--- config.mk ---
export PLATFORM = sky130hd
export DESIGN_NAME = pwm_irq_decimator
export DESIGN_NICKNAME = d
export VERILOG_FILES = /design/src/rtl/pwm_idc_pkg.sv /design/src/rtl/pwm_idc_edge_det.sv /design/src/rtl/pwm_idc_src_mux.sv /design/src/rtl/pwm_idc_downcnt.sv /design/src/rtl/pwm_irq_decimator.sv
export SDC_FILE = /design/constraint.sdc
export NUM_CORES = 1
export LEC_CHECK = 0
export BUFFER_PORTS_ARGS = -buffer_cell sky130_fd_sc_hd__buf_2
export CORE_AREA = 2 2 39 41
export CTS_CLUSTER_DIAMETER = 150
export DETAILED_ROUTE_END_ITERATION = 12
export DIE_AREA = 0 0 41 43
export GPL_TIMING_DRIVEN = 0
export SLEW_MARGIN = 20
export SYNTH_ARGS = -nofsm -noshare
export SYNTH_HDL_FRONTEND = slang
export SYNTH_SLANG_ARGS = --single-unit
--- constraint.sdc ---
create_clock -name clk_i -period 3.1 [get_ports clk_i]
set_input_delay 0.155 -clock clk_i [delete_from_list [all_inputs] [get_ports clk_i]]
set_output_delay 0.155 -clock clk_i [all_outputs]
set_load 0.03 [all_outputs]
--- src/rtl/pwm_idc_pkg.sv ---
package pwm_idc_pkg;

  // Effective reload: a programmed zero behaves as one.
  function automatic int unsigned eff_reload(input int unsigned n);
    return (n == 0) ? 1 : n;
  endfunction

  // Event count of the first period after a start: one short, never below one.
  function automatic int unsigned first_period(input int unsigned n);
    int unsigned e;
    e = eff_reload(n);
    return (e > 1) ? (e - 1) : 1;
  endfunction

endpackage

--- src/rtl/pwm_idc_edge_det.sv ---
module pwm_idc_edge_det (
  input  logic clk_i,
  input  logic rst_ni,
  input  logic sig_i,
  output logic rise_o,
  output logic fall_o
);
  logic sig_q;

  // Tracks always, even while disabled, so that enabling sees no false edge.
  always_ff @(posedge clk_i) begin
    if (!rst_ni) sig_q <= 1'b0;
    else         sig_q <= sig_i;
  end

  assign rise_o = sig_i & ~sig_q;
  assign fall_o = ~sig_i & sig_q;

  AST_RISE_NOT_REPEAT: assert property (@(posedge clk_i) disable iff (!rst_ni)
    rise_o |=> !rise_o);
  AST_FALL_NOT_REPEAT: assert property (@(posedge clk_i) disable iff (!rst_ni)
    fall_o |=> !fall_o);
endmodule

--- src/rtl/pwm_idc_src_mux.sv ---
module pwm_idc_src_mux (
  input  logic ext_mode_i,
  input  logic src_sel_i,
  input  logic edge_sel_i,
  input  logic uflow_i,
  input  logic rise_i,
  input  logic fall_i,
  output logic event_o
);
  logic use_edge;
  logic edge_hit;

  always_comb begin
    use_edge = ext_mode_i & src_sel_i;
    edge_hit = edge_sel_i ? fall_i : rise_i;
    event_o  = use_edge ? edge_hit : uflow_i;
  end
endmodule

--- src/rtl/pwm_idc_downcnt.sv ---
module pwm_idc_downcnt #(
  parameter int unsigned CNT_W = 4
) (
  input  logic             clk_i,
  input  logic             rst_ni,
  input  logic             en_i,
  input  logic             restart_i,
  input  logic             event_i,
  input  logic [CNT_W-1:0] reload_i,
  output logic [CNT_W-1:0] cnt_o,
  output logic             term_o,
  output logic             irq_o
);
  import pwm_idc_pkg::*;

  localparam logic [CNT_W-1:0] ONE = CNT_W'(1);

  logic [CNT_W-1:0] cnt_q;
  logic [CNT_W-1:0] first_ld;
  logic [CNT_W-1:0] period_ld;
  logic             hold;
  logic             irq_q;

  always_comb begin
    first_ld  = CNT_W'(first_period(int'(reload_i)));
    period_ld = CNT_W'(eff_reload(int'(reload_i)));
    hold      = ~en_i | restart_i;
    term_o    = ~hold & event_i & (cnt_q == ONE);
  end

  always_ff @(posedge clk_i) begin
    if (!rst_ni) begin
      cnt_q <= ONE;
      irq_q <= 1'b0;
    end else begin
      irq_q <= term_o;
      if (hold)          cnt_q <= first_ld;
      else if (event_i)  cnt_q <= (cnt_q == ONE) ? period_ld : (cnt_q - ONE);
    end
  end

  assign cnt_o = cnt_q;
  assign irq_o = irq_q;

  AST_DISABLED_SILENT: assert property (@(posedge clk_i) disable iff (!rst_ni)
    !en_i |=> !irq_o);
  AST_RESTART_SILENT: assert property (@(posedge clk_i) disable iff (!rst_ni)
    restart_i |=> !irq_o);
  AST_CNT_NONZERO: assert property (@(posedge clk_i) disable iff (!rst_ni)
    cnt_q != '0);
  AST_IDLE_STABLE: assert property (@(posedge clk_i) disable iff (!rst_ni)
    (en_i && !restart_i && !event_i) |=> $stable(cnt_q));
endmodule

--- src/rtl/pwm_irq_decimator.sv ---
module pwm_irq_decimator #(
  parameter int unsigned CNT_W = 4
) (
  input  logic             clk_i,
  input  logic             rst_ni,
  input  logic             en_i,
  input  logic             ext_mode_i,
  input  logic             edge_sel_i,
  input  logic             src_sel_i,
  input  logic             src_wr_i,
  input  logic [CNT_W-1:0] reload_i,
  input  logic             uflow_i,
  input  logic             rld_ctl_i,
  output logic             irq_o
);
  logic             rise_w;
  logic             fall_w;
  logic             event_w;
  logic             term_w;
  logic [CNT_W-1:0] cnt_w;

  pwm_idc_edge_det u_edge (
    .clk_i  (clk_i),
    .rst_ni (rst_ni),
    .sig_i  (rld_ctl_i),
    .rise_o (rise_w),
    .fall_o (fall_w)
  );

  pwm_idc_src_mux u_mux (
    .ext_mode_i (ext_mode_i),
    .src_sel_i  (src_sel_i),
    .edge_sel_i (edge_sel_i),
    .uflow_i    (uflow_i),
    .rise_i     (rise_w),
    .fall_i     (fall_w),
    .event_o    (event_w)
  );

  pwm_idc_downcnt #(.CNT_W(CNT_W)) u_cnt (
    .clk_i     (clk_i),
    .rst_ni    (rst_ni),
    .en_i      (en_i),
    .restart_i (src_wr_i),
    .event_i   (event_w),
    .reload_i  (reload_i),
    .cnt_o     (cnt_w),
    .term_o    (term_w),
    .irq_o     (irq_o)
  );

  AST_BASIC_UFLOW_ONLY: assert property (@(posedge clk_i) disable iff (!rst_ni)
    !ext_mode_i |-> (event_w == uflow_i));
  AST_EDGE_SRC_NEEDS_EDGE: assert property (@(posedge clk_i) disable iff (!rst_ni)
    (ext_mode_i && src_sel_i && !rise_w && !fall_w) |-> !event_w);
  AST_IRQ_HAS_CAUSE: assert property (@(posedge clk_i) disable iff (!rst_ni)
    irq_o |-> $past(event_w && en_i && !src_wr_i));
  AST_TERM_AT_ONE: assert property (@(posedge clk_i) disable iff (!rst_ni)
    term_w |-> (cnt_w == CNT_W'(1)));
endmodule

# After elaboration in Yosys (flattened, before gate mapping)
# Cells that the tools add are included.
# op_classes
bitwise_logic,10
n_reduce_logical,2
magnitude_cmp,1
muxes,7
add_sub_neg,2
eq_ne,1
# ops
operator,n
$mux W4,5
$sub A4 B1 Y4 const B,2
$and A1 B1 Y1,5
$eq A4 B1 Y1 const B,1
$gt A4 B1 Y1 const B,1
$logic_not A4 Y1,1
$not A1 Y1,4
$mux W1,2
$reduce_bool A2 Y1,1
$or A1 B1 Y1,1
# totals
word_cells,26
inputBits,13
reg_bits,6
out_inout_bits,1

# Logic depth before layout (Yosys ltp)
# Gate-level depths: netlist of run 1.
# logic_depth
ltp_word,6
mapped_depth,6
depth_no_buf,6

# By module
# From an unflattened synthesis of run 1, not the netlist that was laid out.
# unflattened
cells_unflattened,58
area_unflattened_um2,450.4
# modules_own_cells
mod,seq_area_each_um2,cells_per_inst,instances,area_per_inst_um2
pwm_idc_downcnt,100.1,51,1,390.4
pwm_idc_edge_det,20.0,4,1,38.8
pwm_idc_src_mux,0.0,3,1,21.3

# Worst setup path after synthesis of run 1
# OpenSTA, ideal clock, no wires.
# synth_path
path_type,reg-to-reg
start,"register u_cnt.cnt_q[1], in the netlist u_cnt.cnt_o[1]"
end,"register u_cnt.cnt_q[1], in the netlist u_cnt.cnt_o[1]"
stages_incl_launch_ff,6
n_path_buf,0
required_time_ns,3.005
period_less_slack_ns,1.535
setup_time_ns,0.095
setup_slack_ns,1.565
arrival_ns,1.440
cell_sequence,dfxtp_1 > inv_1 > ha_1 > or3b_1 > a2111o_1 > o311ai_1
# synth_via
elab_chain_cells,4
word_cells_on_any_way,5
cone_classes,1 x add/sub; 1 x eq/ne; 3 x mux
# synth_lines
item,line_no,source
start: declaration,pwm_idc_downcnt.sv:18,logic [CNT_W-1:0] cnt_q;
start signal: assignment,pwm_idc_downcnt.sv:37,if (hold) cnt_q <= first_ld;
start signal: assignment,pwm_idc_downcnt.sv:38,else if (event_i) cnt_q <= (cnt_q == ONE) ? period_ld : (cnt_q - ONE);
$sub A4 B1 Y4 or $eq A4 B1 Y1 (tied branches),pwm_idc_downcnt.sv:38,
$mux W4 * (2 in a row),pwm_idc_downcnt.sv:38,
$mux W4 *,pwm_idc_downcnt.sv:37,
# Every way passes the cells marked *; elsewhere a longest branch is shown, timed or not. The select of a mux whose other input is x is not followed.
# A chain may end at the register's enable or synchronous reset.

# Worst setup path in the final report of run 1
# layout_path
start,"register u_cnt.cnt_q[0], in the netlist u_cnt.cnt_o[0]"
end,"register u_cnt.cnt_q[1], in the netlist u_cnt.cnt_o[1]"
# The elaborated chain is that of the path after synthesis.

==> impl_metrics.prom, run 1 <==
# TYPE chip_impl_metric gauge
chip_impl_metric{name="synthesized_cell_area",unit="sq um"} 450
chip_impl_metric{name="grt_pass1_wl",unit="um"} 1800
chip_impl_metric{name="maximum_achievable_frequency",unit="MHz"} 596
chip_impl_metric{name="fraction_of_final_layout_cells_sized_beyond_drive_strength_1",unit=""} 0.296
chip_impl_metric{name="port_buffers",unit=""} 13
chip_impl_metric{name="clockBufferDepth",unit=""} 2
chip_impl_info{name="setup_repair_after_global_routing_missed_its_margin",value="no"} 1
chip_impl_metric{name="yosys_register_bits",unit=""} 6
chip_impl_metric{name="ff2ff_path_depth",unit=""} 4
chip_impl_metric{name="cell_leakage_power",unit="nW"} 0.244
chip_impl_metric{name="holdPathStages",unit=""} 2
chip_impl_metric{name="setup-violations-final",unit=""} 0
chip_impl_metric{name="timing.critical_path.arrival",unit="ns"} 1.83
chip_impl_metric{name="gpl.final_weighted_congestion",unit=""} 0.793
chip_impl_metric{name="fin_crit_sh",unit=""} 0.541
chip_impl_metric{name="rows",unit=""} 14
chip_impl_info{name="run_status",value="complete, no violations"} 1
chip_impl_metric{name="final_core_occ",unit=""} 0.403
chip_impl_metric{name="insertedDiodeCount",unit=""} 0
chip_impl_metric{name="antenna_found_initial",unit=""} 0
chip_impl_info{name="setup.worst_path.end_class",value="flip-flop"} 1
chip_impl_metric{name="timing.critical_path.slowest_cell_delay",unit="ns"} 0.45
chip_impl_metric{name="track_usage",unit=""} 0.158
chip_impl_info{name="rr_startpoint",value="u_cnt.cnt_o[0]"} 1
chip_impl_metric{name="finalWirelength",unit="um"} 1010
chip_impl_metric{name="final_antenna_net_count",unit=""} 0
chip_impl_info{name="min_to",value="u_edge.sig_q"} 1
chip_impl_info{name="tritoncts_clock_tree",value="done"} 1
chip_impl_info{name="crit_family",value="compound AO/OA/AOI/OAI gates"} 1
chip_impl_info{name="crit_path_top_delay_cell",value="or3b_1"} 1
chip_impl_metric{name="clock_latency",unit="ns"} 0.25
chip_impl_metric{name="cts_made_buffers",unit=""} 3
chip_impl_metric{name="max_cap_violations",unit=""} 0
chip_impl_metric{name="route.detailed.drc",unit=""} 0
chip_impl_metric{name="avgSynthCellArea",unit="sq um"} 8.19
chip_impl_metric{name="leftover_overflow_at_the_end_of_global_routing",unit=""} 0
chip_impl_metric{name="route.detailed.wl_per_inst",unit="um"} 11.6
chip_impl_metric{name="detail_route.vias_per_cell",unit=""} 5.68
chip_impl_metric{name="synth_nets",unit=""} 71
chip_impl_metric{name="yosysWarningCount",unit=""} 0
chip_impl_metric{name="dr_total_vias",unit=""} 494
chip_impl_metric{name="synth.lib_cells_used.distinct",unit=""} 29
chip_impl_metric{name="finish.net_count",unit=""} 89
chip_impl_metric{name="cts_max_level",unit=""} 1
chip_impl_metric{name="die_width",unit="um"} 41
chip_impl_info{name="min-delay-start",value="rld_ctl_i"} 1
chip_impl_metric{name="hold_buf_count_cts",unit=""} 0
chip_impl_metric{name="power.density_cell_area",unit="nW/um^2"} 397
chip_impl_metric{name="timing_worst_slew_pin_value",unit="ns"} 0.310
chip_impl_metric{name="slew_headroom",unit=""} 0.792
chip_impl_info{name="worstHoldPathType",value="input pin to flip-flop"} 1
chip_impl_info{name="layout.cells.most_common",value="buf_2"} 1
chip_impl_info{name="cp-start-kind",value="flip-flop"} 1
chip_impl_metric{name="die_height",unit="um"} 43
chip_impl_info{name="cts-root-buf",value="clkbuf_4"} 1
chip_impl_metric{name="cts.sinks",unit=""} 6
chip_impl_metric{name="irDropWorstVdd",unit="uV"} 234
chip_impl_metric{name="crit_buf_inv",unit=""} 0
chip_impl_metric{name="timing.setup.tns",unit="ns"} 0
chip_impl_metric{name="synth_sequential_area_ratio",unit=""} 0.267
chip_impl_metric{name="area.growth.synth_to_final",unit="%"} 23.9
chip_impl_info{name="endpoint_of_the_worst_slack_reg_to_reg_timing_path",value="u_cnt.cnt_o[1]"} 1
chip_impl_metric{name="worstPathMaxFanout",unit=""} 5
chip_impl_metric{name="die_area",unit="sq um"} 1760
chip_impl_metric{name="timing.final.hold_violations",unit=""} 0
chip_impl_metric{name="floorplan.io_pins",unit=""} 14
chip_impl_metric{name="detailedRoute.firstPassIterationCount",unit=""} 4
chip_impl_info{name="setup.worst_path.class",value="flip-flop to flip-flop"} 1
chip_impl_metric{name="synthesized_netlist_cell_count",unit=""} 55
chip_impl_info{name="path_cells",value="ha_1 > or3b_1 > a2111o_1 > o311ai_1"} 1
chip_impl_metric{name="floorplan.core_area",unit="sq um"} 1380
chip_impl_metric{name="finalClockSkew",unit="ns"} 0.00607
chip_impl_metric{name="cts.repair.resized",unit=""} 0
chip_impl_metric{name="detailed_place_hpwl",unit="um"} 832
chip_impl_metric{name="initial_utilization",unit=""} 0.325
chip_impl_metric{name="final_period_minus_worst_setup_slack",unit="ns"} 1.68
chip_impl_metric{name="clk_pin_slew",unit="ns"} 0.05
chip_impl_metric{name="grt_start_max_net_pins",unit=""} 7
chip_impl_metric{name="worst_endpoint_required_time",unit="ns"} 3.25
chip_impl_metric{name="buffers_inserted_during_post_cts_setup_optimization",unit=""} 0
chip_impl_info{name="most-common-layout-cells",value="13 x buf_2, 6 x dfxtp_1, 5 x nor3_1"} 1
chip_impl_metric{name="slew_violations",unit=""} 0
chip_impl_metric{name="dr.first_iter.drc_count",unit=""} 7
chip_impl_metric{name="first_global_vias",unit=""} 440
chip_impl_metric{name="ff2ff_setup_slack",unit="ns"} 1.42
==> metal layers <==
layer	vias to the layer above	routed length, um	share of wire	track usage
met5	-	0	0	0
met3	4	73	0.072	0.0942
li1	248	-	-	-
met4	0	13	0.013	0.0600
met2	20	500	0.50	0.250
met1	222	422	0.42	0.161
==> cells in the mapped netlist <==
| master | instances | area [sq um] |
|---|---|---|
| dfxtp_1 | 6 | 120 |
| nor3_1 | 5 | 25.0 |
| a21oi_1 | 4 | 20.0 |
| nand2_1 | 4 | 15.0 |
| ha_1 | 3 | 37.5 |
| inv_1 | 3 | 11.3 |
| nand4_1 | 3 | 18.8 |
| nor2_1 | 3 | 11.3 |
| nand2b_1 | 2 | 12.5 |
| nand3_1 | 2 | 10.0 |
| o21ai_0 | 2 | 10.0 |
| a2111o_1 | 1 | 11.3 |
| a21o_2 | 1 | 8.76 |
| a41o_1 | 1 | 10.0 |
| a41oi_2 | 1 | 16.3 |
| and2_2 | 1 | 7.51 |
| and4_1 | 1 | 8.76 |
| mux2i_1 | 1 | 10.0 |
| nand3b_1 | 1 | 7.51 |
| nor2b_1 | 1 | 6.26 |
| nor4b_1 | 1 | 8.76 |
| o21bai_1 | 1 | 7.51 |
| o22ai_1 | 1 | 6.26 |
| o311ai_1 | 1 | 8.76 |
| o31a_1 | 1 | 8.76 |
| or2_2 | 1 | 6.26 |
| or3_1 | 1 | 6.26 |
| or3b_1 | 1 | 8.76 |
| or3b_4 | 1 | 11.3 |
==> worst max path at each step <==
| stage | start | endpoint | slack, ns | cells after the start |
|---|---|---|---|---|
| floorplan | u_cnt.cnt_o[1] | u_cnt.cnt_o[1] | 1.56 | 5 |
| global placement | u_cnt.cnt_o[0] | u_cnt.cnt_o[1] | 1.47 | 4 |
| detailed placement | u_cnt.cnt_o[0] | u_cnt.cnt_o[1] | 1.45 | 4 |
| CTS | u_cnt.cnt_o[0] | u_cnt.cnt_o[1] | 1.44 | 4 |
| global route | u_cnt.cnt_o[0] | u_cnt.cnt_o[1] | 1.35 | 4 |
| finish | u_cnt.cnt_o[0] | u_cnt.cnt_o[1] | 1.42 | 4 |
==> final cells by class <==
cell class / instances / area (sq um)
Fill cell: 150 / 826
Multi-Input combinational cell: 46 / 319
Sequential cell: 6 / 120
Timing Repair Buffer: 13 / 65.1
Clock buffer: 3 / 22.5
Tap cell: 16 / 20.0
Inverter: 3 / 11.3
==> worst reg2reg max path: cells and delay by family, from the launching register on <==
family	cells	cell delay, ns
AOI/OAI and AO/OA	2	0.51
and+or+nand+nor	1	0.45
DFF	1	0.40
adders and majority gates	1	0.22
==> state kept, by name, indices dropped and copies added (netlist names) <==
name          count
u_cnt.cnt_o       4
u_cnt.irq_o       1
u_edge.sig_q      1
==> per-stage QoR <==
| stage | power, W | worst slack [ns] | hold WS (ns) | cell area [sq um] | instances |
|---|---|---|---|---|---|
| final | 0.000222 | 1.42 | 0.153 | 558 | 87 |
| after global routing | 0.000242 | 1.35 | 0.142 | 558 | 87 |
| after global placement | 0.000148 | 1.47 | 0.394 | 536 | 84 |
| after detailed placement | 0.000149 | 1.45 | 0.407 | 536 | 84 |
| after floorplan | 0.000129 | 1.56 | 0.291 | 450 | 55 |
| after CTS | 0.000226 | 1.44 | 0.146 | 558 | 87 |
==> cells by family after synthesis <==
kind of cell / count (synthesis) / synth area share
adder cells (fa/ha/maj): 3 / 0.0833
flip-flops: 6 / 0.267
multiplexers: 1 / 0.0222
AO/OA/AOI/OAI: 14 / 0.239
AND/OR/NAND/NOR: 28 / 0.364
buffers and inverters: 3 / 0.0250
==> where the power goes <==
group          leakage, nW  internal [W]  switching, W
Clock               0.0138     0.0000439     0.0000297
Combinational        0.181     0.0000281     0.0000314
Sequential          0.0497     0.0000833    0.00000531
Total                0.244      0.000155     0.0000664
Note: power is estimated with default switching activity, not from simulation.
==> inputs of run 2 (changes only) <==
ABC_AREA = 1   (was unset)
CORE_AREA = unset   (was 2 2 39 41)
CORE_UTILIZATION = 37   (was unset)
DIE_AREA = unset   (was 0 0 41 43)
clock period = 1.55 ns   (was 3.1 ns; I/O delays follow)
==> run 2 against run 1 <==
Compared with the run above:
- power is 120% higher
- final area is 19% higher
- die area is 5.4% lower
- maximum frequency is 31% higher
- final cell count is 37% higher
- synthesized cell count is 60% higher
- global-route usage is 0.74 points lower
- sequential power is 99% higher
- clock-buffer cell count stayed put
- via count is 9.1% higher
- critical endpoint unchanged
- largest power group unchanged
- highest routed layer is now met3
==> impl_metrics.prom, run 2 <==
# TYPE chip_impl_metric gauge
chip_impl_metric{name="cts.repair.resized",unit=""} 0
chip_impl_info{name="setup_repair_after_global_routing_missed_its_margin",value="no"} 1
chip_impl_metric{name="max_cap_violations",unit=""} 0
chip_impl_info{name="crit_path_top_delay_cell",value="dfxtp_1"} 1
chip_impl_info{name="cts-root-buf",value="clkbuf_4"} 1
chip_impl_metric{name="cts_made_buffers",unit=""} 3
chip_impl_metric{name="floorplan.io_pins",unit=""} 14
chip_impl_info{name="setup.worst_path.class",value="flip-flop to flip-flop"} 1
chip_impl_metric{name="first_global_vias",unit=""} 419
chip_impl_metric{name="synth_top_area_share",unit=""} 0.215
chip_impl_metric{name="grt_pass1_wl",unit="um"} 1680
chip_impl_metric{name="post-route-cell-area",unit="sq um"} 664
chip_impl_metric{name="antenna_found_initial",unit=""} 0
chip_impl_metric{name="place_area",unit="sq um"} 642
chip_impl_metric{name="rows",unit=""} 13
chip_impl_metric{name="timing.critical_path.slowest_cell_delay",unit="ns"} 0.35
chip_impl_metric{name="finish.net_count",unit=""} 122
chip_impl_metric{name="pwr-share-comb",unit=""} 0.343
chip_impl_info{name="post-synth-top-count-cell",value="nand2_1"} 1
chip_impl_metric{name="synth_sequential_area_ratio",unit=""} 0.215
chip_impl_metric{name="track_usage",unit=""} 0.150
chip_impl_metric{name="worstPathMaxFanout",unit=""} 7
chip_impl_metric{name="synth.lib_cells_used.distinct",unit=""} 20
chip_impl_metric{name="worst_endpoint_required_time",unit="ns"} 1.72
chip_impl_metric{name="slew_violations",unit=""} 0
chip_impl_info{name="path_cells",value="inv_1 > ha_1 > nand3_4 > nand2_2 > o21ai_1 > nand2_1 > nand2_1 > nand2_1 > a21oi_1"} 1
chip_impl_info{name="synth_largest_area_cell",value="dfxtp_1"} 1
chip_impl_metric{name="finalWirelength",unit="um"} 1090
chip_impl_metric{name="total_power",unit="W"} 0.000481
chip_impl_metric{name="sw_pwr",unit="W"} 0.000162
chip_impl_metric{name="die_height",unit="um"} 40.8
chip_impl_metric{name="timing_worst_slew_pin_value",unit="ns"} 0.236
chip_impl_info{name="layout.cells.most_common",value="nand2_1"} 1
chip_impl_metric{name="setup-violations-final",unit=""} 0
chip_impl_info{name="cp-start-kind",value="flip-flop"} 1
chip_impl_metric{name="yosys_register_bits",unit=""} 6
chip_impl_metric{name="synthesized_cell_area",unit="sq um"} 558
chip_impl_metric{name="die_width",unit="um"} 40.8
chip_impl_info{name="most_frequent_cp_cell",value="nand2_1"} 1
chip_impl_info{name="synth_common_cells",value="21 x nand2_1, 15 x inv_1, 9 x nand3_1"} 1
chip_impl_metric{name="clk_pin_slew",unit="ns"} 0.04
chip_impl_metric{name="insertedDiodeCount",unit=""} 0
chip_impl_metric{name="fraction_of_final_layout_cells_sized_beyond_drive_strength_1",unit=""} 0.337
chip_impl_metric{name="final_antenna_net_count",unit=""} 0
chip_impl_metric{name="synthesized_netlist_cell_count",unit=""} 88
chip_impl_metric{name="dr_total_vias",unit=""} 539
chip_impl_metric{name="hold_buf_count_cts",unit=""} 0
chip_impl_metric{name="final_period_minus_worst_setup_slack",unit="ns"} 1.28
chip_impl_info{name="ys_dominant_reg_cell",value="dfxtp_1"} 1
chip_impl_metric{name="avgSynthCellArea",unit="sq um"} 6.34
chip_impl_metric{name="leftover_overflow_at_the_end_of_global_routing",unit=""} 0
chip_impl_metric{name="port_buffers",unit=""} 13
chip_impl_info{name="rr_startpoint",value="u_cnt.cnt_o[1]"} 1
chip_impl_info{name="crit_start",value="u_cnt.cnt_o[1]"} 1
chip_impl_metric{name="async_reset_ff_frac",unit=""} 0
chip_impl_metric{name="synth_nets",unit=""} 104
chip_impl_metric{name="cts.sinks",unit=""} 6
chip_impl_metric{name="finalClockSkew",unit="ns"} 0.00306
chip_impl_info{name="tritoncts_clock_tree",value="done"} 1
chip_impl_metric{name="timing.final.hold_violations",unit=""} 0
chip_impl_metric{name="route.detailed.drc",unit=""} 0
chip_impl_metric{name="irDropWorstVdd",unit="uV"} 534
chip_impl_metric{name="route.detailed.wl_per_inst",unit="um"} 9.13
chip_impl_metric{name="timing.critical_path.arrival",unit="ns"} 1.45
chip_impl_metric{name="sequentialPowerShare",unit=""} 0.367
chip_impl_info{name="min-delay-start",value="rld_ctl_i"} 1
chip_impl_info{name="worstHoldPathType",value="input pin to flip-flop"} 1
chip_impl_metric{name="internal_dissipation",unit="W"} 0.000319
chip_impl_metric{name="area_used_by_sequential_logic_in_the_layout",unit="sq um"} 120
chip_impl_metric{name="largest_register_ff_count",unit=""} 4
chip_impl_metric{name="power.density_cell_area",unit="nW/um^2"} 724
chip_impl_metric{name="grt_start_max_net_pins",unit=""} 11
chip_impl_metric{name="clockBufferDepth",unit=""} 2
chip_impl_metric{name="gpl.final_weighted_congestion",unit=""} 0.756
chip_impl_info{name="post_synth_main_area_contributors",value="dfxtp_1 22%, nand2_1 14%, inv_1 10%"} 1
chip_impl_metric{name="cell_leakage_power",unit="nW"} 0.367
chip_impl_metric{name="yosysWarningCount",unit=""} 0
chip_impl_metric{name="detailed_place_hpwl",unit="um"} 924
chip_impl_metric{name="synth_enable_flop_cells",unit=""} 0
chip_impl_metric{name="slew_headroom",unit=""} 0.842
chip_impl_metric{name="cts_max_level",unit=""} 1
chip_impl_metric{name="maximum_achievable_frequency",unit="MHz"} 780
chip_impl_info{name="most-common-layout-cells",value="21 x nand2_1, 15 x inv_1, 13 x buf_2"} 1
chip_impl_metric{name="crit_buf_inv",unit=""} 1
chip_impl_metric{name="die_area",unit="sq um"} 1670
chip_impl_info{name="crit_family",value="simple AND/OR/NAND/NOR gates"} 1
chip_impl_info{name="setup.worst_path.end_class",value="flip-flop"} 1
chip_impl_metric{name="clock_latency",unit="ns"} 0.24
chip_impl_metric{name="detail_route.vias_per_cell",unit=""} 4.53
chip_impl_metric{name="detailedRoute.firstPassIterationCount",unit=""} 4
chip_impl_metric{name="total_area_of_multi_input_combinational_cells",unit="sq um"} 359
chip_impl_metric{name="fin_crit_sh",unit=""} 0.828
chip_impl_metric{name="fillerInstances",unit=""} 146
chip_impl_metric{name="timing.setup.tns",unit="ns"} 0
chip_impl_metric{name="switching_share",unit=""} 0.337
chip_impl_metric{name="power_frac_clock",unit=""} 0.291
chip_impl_metric{name="buffers_inserted_during_post_cts_setup_optimization",unit=""} 0
chip_impl_metric{name="floorplan.core_area",unit="sq um"} 1350
chip_impl_info{name="run_status",value="complete, no violations"} 1
chip_impl_metric{name="area.growth.synth_to_final",unit="%"} 19.1
chip_impl_metric{name="dr.first_iter.drc_count",unit=""} 12
chip_impl_metric{name="initial_utilization",unit=""} 0.413
[run 2: final timing paths]
check | cells past startpoint | slack (ns) | to
worst min register to register | 2 | 0.52 | u_cnt.cnt_o[1]
worst max register to register | 9 | 0.27 | u_cnt.cnt_o[1]
worst max-delay path | 9 | 0.27 | u_cnt.cnt_o[1]
worst min-delay path | 3 | 0.07 | u_edge.sig_q
[run 2: kinds of logic (layout without fill, tap and decap cells)]
group                    count (synthesis)  after routing  synth area share
AO/OA/AOI/OAI                            6              6            0.0673
buffers and inverters                   21             37             0.141
AND/OR/NAND/NOR                         52             52             0.509
adder cells (fa/ha/maj)                  3              3            0.0673
flip-flops                               6              6             0.215
[run 2: final cells by class]
| type | instances | area share |
|---|---|---|
| flip-flops and latches | 6 | 0.181 |
| clock buffers | 3 | 0.0339 |
| multi-input cells | 61 | 0.540 |
| well taps | 15 | 0.0282 |
| repair buffers | 13 | 0.0979 |
| inverters | 21 | 0.119 |
[run 2: worst reg2reg max path: stages, from the launching register on]
cell and delay (ns):
dfxtp_1 0.35, inv_1 0.07, ha_1 0.24, nand3_4 0.15, nand2_2 0.05, o21ai_1 0.07
nand2_1 0.06, nand2_1 0.07, nand2_1 0.05, a21oi_1 0.11
[run 2: power groups by stage]
stage | clock (W) | combinational [W] | sequential, W
2_1_floorplan | 0 | 0.000121 | 0.000178
3_3_place_gp | 0 | 0.000163 | 0.000179
3_5_place_dp | 0 | 0.000165 | 0.000179
4_1_cts | 0.000145 | 0.000166 | 0.000176
5_1_grt | 0.000159 | 0.000188 | 0.000178
6_report | 0.000140 | 0.000165 | 0.000176
[run 2: metal layers]
layer	GRT usage	wire length (um)	up-vias
li1	-	-	309
met1	0.205	599	221
met2	0.230	460	9
met3	0.0326	26	0
met4	0.0500	0	0
met5	0	0	-
[run 2: metrics by stage]
step / hold slack (ns) / setup slack (ns) / utilization / instances
final: 0.0747 / 0.267 / 0.492 / 119
after global routing: 0.0768 / 0.129 / 0.492 / 119
after CTS: 0.0742 / 0.274 / 0.492 / 119
after detailed placement: 0.321 / 0.284 / 0.475 / 116
after global placement: 0.309 / 0.299 / 0.475 / 116
after floorplan: 0.171 / 0.407 / - / 88
==> inputs of run 3 (changes only) <==
clock period = 1.22 ns   (was 1.55 ns; I/O delays follow)
==> run 3 against run 2 <==
Compared with the run above:
- routed wire length grew 12%
- utilization grew 4.7 points
- clock power grew 29%
- final cell count grew 2.5%
- sequential cell count is the same
- sequential power grew 30%
- critical path type unchanged
- via count grew 6.7%
- sequential share of layout area shrank 1.2 points
- largest cell class unchanged
- first-iteration DRC count grew 8.3%
==> impl_metrics.prom, run 3 (synthesized netlist as in run 2, its figures left out) <==
# TYPE chip_impl_metric gauge
chip_impl_metric{name="timing_worst_slew_pin_value",unit="ns"} 0.243
chip_impl_info{name="run_status",value="complete, no violations"} 1
chip_impl_metric{name="final_period_minus_worst_setup_slack",unit="ns"} 1.21
chip_impl_info{name="setup.worst_path.class",value="flip-flop to flip-flop"} 1
chip_impl_metric{name="track_usage",unit=""} 0.153
chip_impl_info{name="path_cells",value="buf_6 > ha_4 > nand3_4 > o21ai_2 > nand2_1 > nand2_1 > nand2_1 > a21oi_2"} 1
chip_impl_metric{name="first_global_vias",unit=""} 421
chip_impl_metric{name="gpl.final_weighted_congestion",unit=""} 0.756
chip_impl_metric{name="crit_buf_inv",unit=""} 1
chip_impl_metric{name="total_area_of_multi_input_combinational_cells",unit="sq um"} 394
chip_impl_metric{name="place_ws",unit="ns"} -0.0462
chip_impl_metric{name="worstPathMaxFanout",unit=""} 7
chip_impl_metric{name="finalClockSkew",unit="ns"} 0.00425
chip_impl_metric{name="fillerInstances",unit=""} 138
chip_impl_metric{name="ff2ff_path_depth",unit=""} 8
chip_impl_metric{name="irDropWorstVdd",unit="uV"} 697
chip_impl_metric{name="dr.first_iter.drc_count",unit=""} 13
chip_impl_metric{name="slew_violations",unit=""} 0
chip_impl_metric{name="setup-violations-final",unit=""} 0
chip_impl_metric{name="cts.sinks",unit=""} 6
chip_impl_metric{name="finish.net_count",unit=""} 125
chip_impl_metric{name="floorplan.core_area",unit="sq um"} 1350
chip_impl_metric{name="insertedDiodeCount",unit=""} 0
chip_impl_metric{name="antenna_found_initial",unit=""} 0
chip_impl_metric{name="rows",unit=""} 13
chip_impl_metric{name="total_power",unit="W"} 0.000668
chip_impl_metric{name="die_width",unit="um"} 40.8
chip_impl_metric{name="maximum_achievable_frequency",unit="MHz"} 823
chip_impl_metric{name="timing.setup.tns",unit="ns"} 0
chip_impl_metric{name="holdPathStages",unit=""} 3
chip_impl_metric{name="detail_route.vias_per_cell",unit=""} 4.71
chip_impl_metric{name="power.density_cell_area",unit="nW/um^2"} 917
chip_impl_metric{name="route.detailed.drc",unit=""} 0
chip_impl_info{name="rr_startpoint",value="u_cnt.cnt_o[0]"} 1
chip_impl_metric{name="cp.depth",unit=""} 8
chip_impl_metric{name="floorplan.io_pins",unit=""} 14
chip_impl_metric{name="detailed_place_hpwl",unit="um"} 924
chip_impl_metric{name="leftover_overflow_at_the_end_of_global_routing",unit=""} 0
chip_impl_metric{name="finalWirelength",unit="um"} 1220
chip_impl_metric{name="largest_register_ff_count",unit=""} 4
chip_impl_metric{name="initial_utilization",unit=""} 0.413
chip_impl_metric{name="slew_headroom",unit=""} 0.838
chip_impl_info{name="cp-start-kind",value="flip-flop"} 1
chip_impl_metric{name="worst_slack",unit="ns"} 0.00544
chip_impl_metric{name="timing.critical_path.arrival",unit="ns"} 1.38
chip_impl_info{name="layout.cells.most_common",value="nand2_1"} 1
chip_impl_metric{name="dr_total_vias",unit=""} 575
chip_impl_metric{name="cts_made_buffers",unit=""} 3
chip_impl_info{name="setup_repair_after_global_routing_missed_its_margin",value="yes"} 1
chip_impl_metric{name="place_area",unit="sq um"} 642
chip_impl_metric{name="timing.critical_path.slowest_cell_delay",unit="ns"} 0.35
chip_impl_metric{name="fraction_of_final_layout_cells_sized_beyond_drive_strength_1",unit=""} 0.449
chip_impl_metric{name="final_antenna_net_count",unit=""} 0
chip_impl_metric{name="die_height",unit="um"} 40.8
chip_impl_metric{name="timing.final.hold_violations",unit=""} 0
chip_impl_metric{name="max_cap_violations",unit=""} 0
chip_impl_info{name="crit_path_top_delay_cell",value="dfxtp_2"} 1
chip_impl_metric{name="area.growth.synth_to_final",unit="%"} 30.5
chip_impl_info{name="cts-root-buf",value="clkbuf_4"} 1
chip_impl_info{name="crit_family",value="flip-flops"} 1
chip_impl_metric{name="cell_leakage_power",unit="nW"} 0.383
chip_impl_metric{name="die_area",unit="sq um"} 1670
chip_impl_metric{name="clockBufferDepth",unit=""} 2
chip_impl_metric{name="grt_pass1_wl",unit="um"} 1700
chip_impl_info{name="most_frequent_cp_cell",value="nand2_1"} 1
chip_impl_metric{name="clk_pin_slew",unit="ns"} 0.05
chip_impl_info{name="crit_start",value="u_cnt.cnt_o[0]"} 1
chip_impl_metric{name="worst_endpoint_required_time",unit="ns"} 1.39
chip_impl_metric{name="fin_crit_sh",unit=""} 0.996
chip_impl_metric{name="post-route-cell-area",unit="sq um"} 728
chip_impl_metric{name="clock_latency",unit="ns"} 0.24
chip_impl_info{name="most-common-layout-cells",value="20 x nand2_1, 13 x buf_2, 12 x inv_1"} 1
chip_impl_metric{name="hold_buf_count_cts",unit=""} 0
chip_impl_metric{name="grt_start_max_net_pins",unit=""} 11
chip_impl_info{name="setup.worst_path.end_class",value="flip-flop"} 1
chip_impl_metric{name="port_buffers",unit=""} 13
chip_impl_info{name="tritoncts_clock_tree",value="done"} 1
chip_impl_metric{name="route.detailed.wl_per_inst",unit="um"} 9.98
chip_impl_metric{name="detailedRoute.firstPassIterationCount",unit=""} 4
chip_impl_info{name="worstHoldPathType",value="input pin to flip-flop"} 1
chip_impl_metric{name="cts_max_level",unit=""} 1
chip_impl_info{name="min-delay-start",value="rld_ctl_i"} 1
chip_impl_metric{name="area_used_by_sequential_logic_in_the_layout",unit="sq um"} 123
## run 3: changes by cell type in the layout (fill, tap and decap cells not counted), sizes merged
cell	change
buf	+3
## run 3: cell type report
cell class	instances	share of cell area
Sequential cell	6	0.168
Tap cell	15	0.0258
Inverter	21	0.108
Timing Repair Buffer	16	0.125
Clock buffer	3	0.0309
Multi-Input combinational cell	61	0.541
## run 3: where the power goes
part / leakage, nW / total [W] / switching, W / internal [W]
logic: 0.320 / 0.000259 / 0.000146 / 0.000114
clock network: 0.0138 / 0.000181 / 0.0000698 / 0.000111
registers: 0.0498 / 0.000228 / 0.0000147 / 0.000213
## run 3: per-stage QoR
step | utilization | hold WS [ns] | std cells
6_report | 0.539 | 0.0549 | 122
4_1_cts | 0.509 | 0.0577 | 120
3_3_place_gp | 0.475 | 0.293 | 116
2_1_floorplan | - | 0.154 | 88
5_1_grt | 0.539 | 0.0607 | 122
3_5_place_dp | 0.475 | 0.305 | 116
## run 3: per-layer routing
layer / share of wire / vias to the layer above / GRT usage
met5: 0 / - / 0
met4: 0 / 0 / 0.0500
met1: 0.49 / 245 / 0.212
li1: - / 315 / -
met2: 0.47 / 15 / 0.230
met3: 0.042 / 0 / 0.0326
## run 3: timing repair
item | in CTS | in global routing
setup endpoints to repair | 2 | 2
resized for setup | 6 | 6
hold endpoints to repair | 0 | 0
setup buffers | 1 | 2
pin swaps | 1 | 1
## run 3: path summary, 6_finish.rpt
check | to | slack (ns)
worst max register to register | u_cnt.cnt_o[1] | 0.005
worst max-delay path | u_cnt.cnt_o[1] | 0.005
worst min register to register | u_cnt.cnt_o[1] | 0.52
worst min-delay path | u_edge.sig_q | 0.05
## run 3: tightest hold or removal path, stage by stage
cell and delay [ns]:
buf_2 0.11, nand2_1 0.05, inv_1 0.04
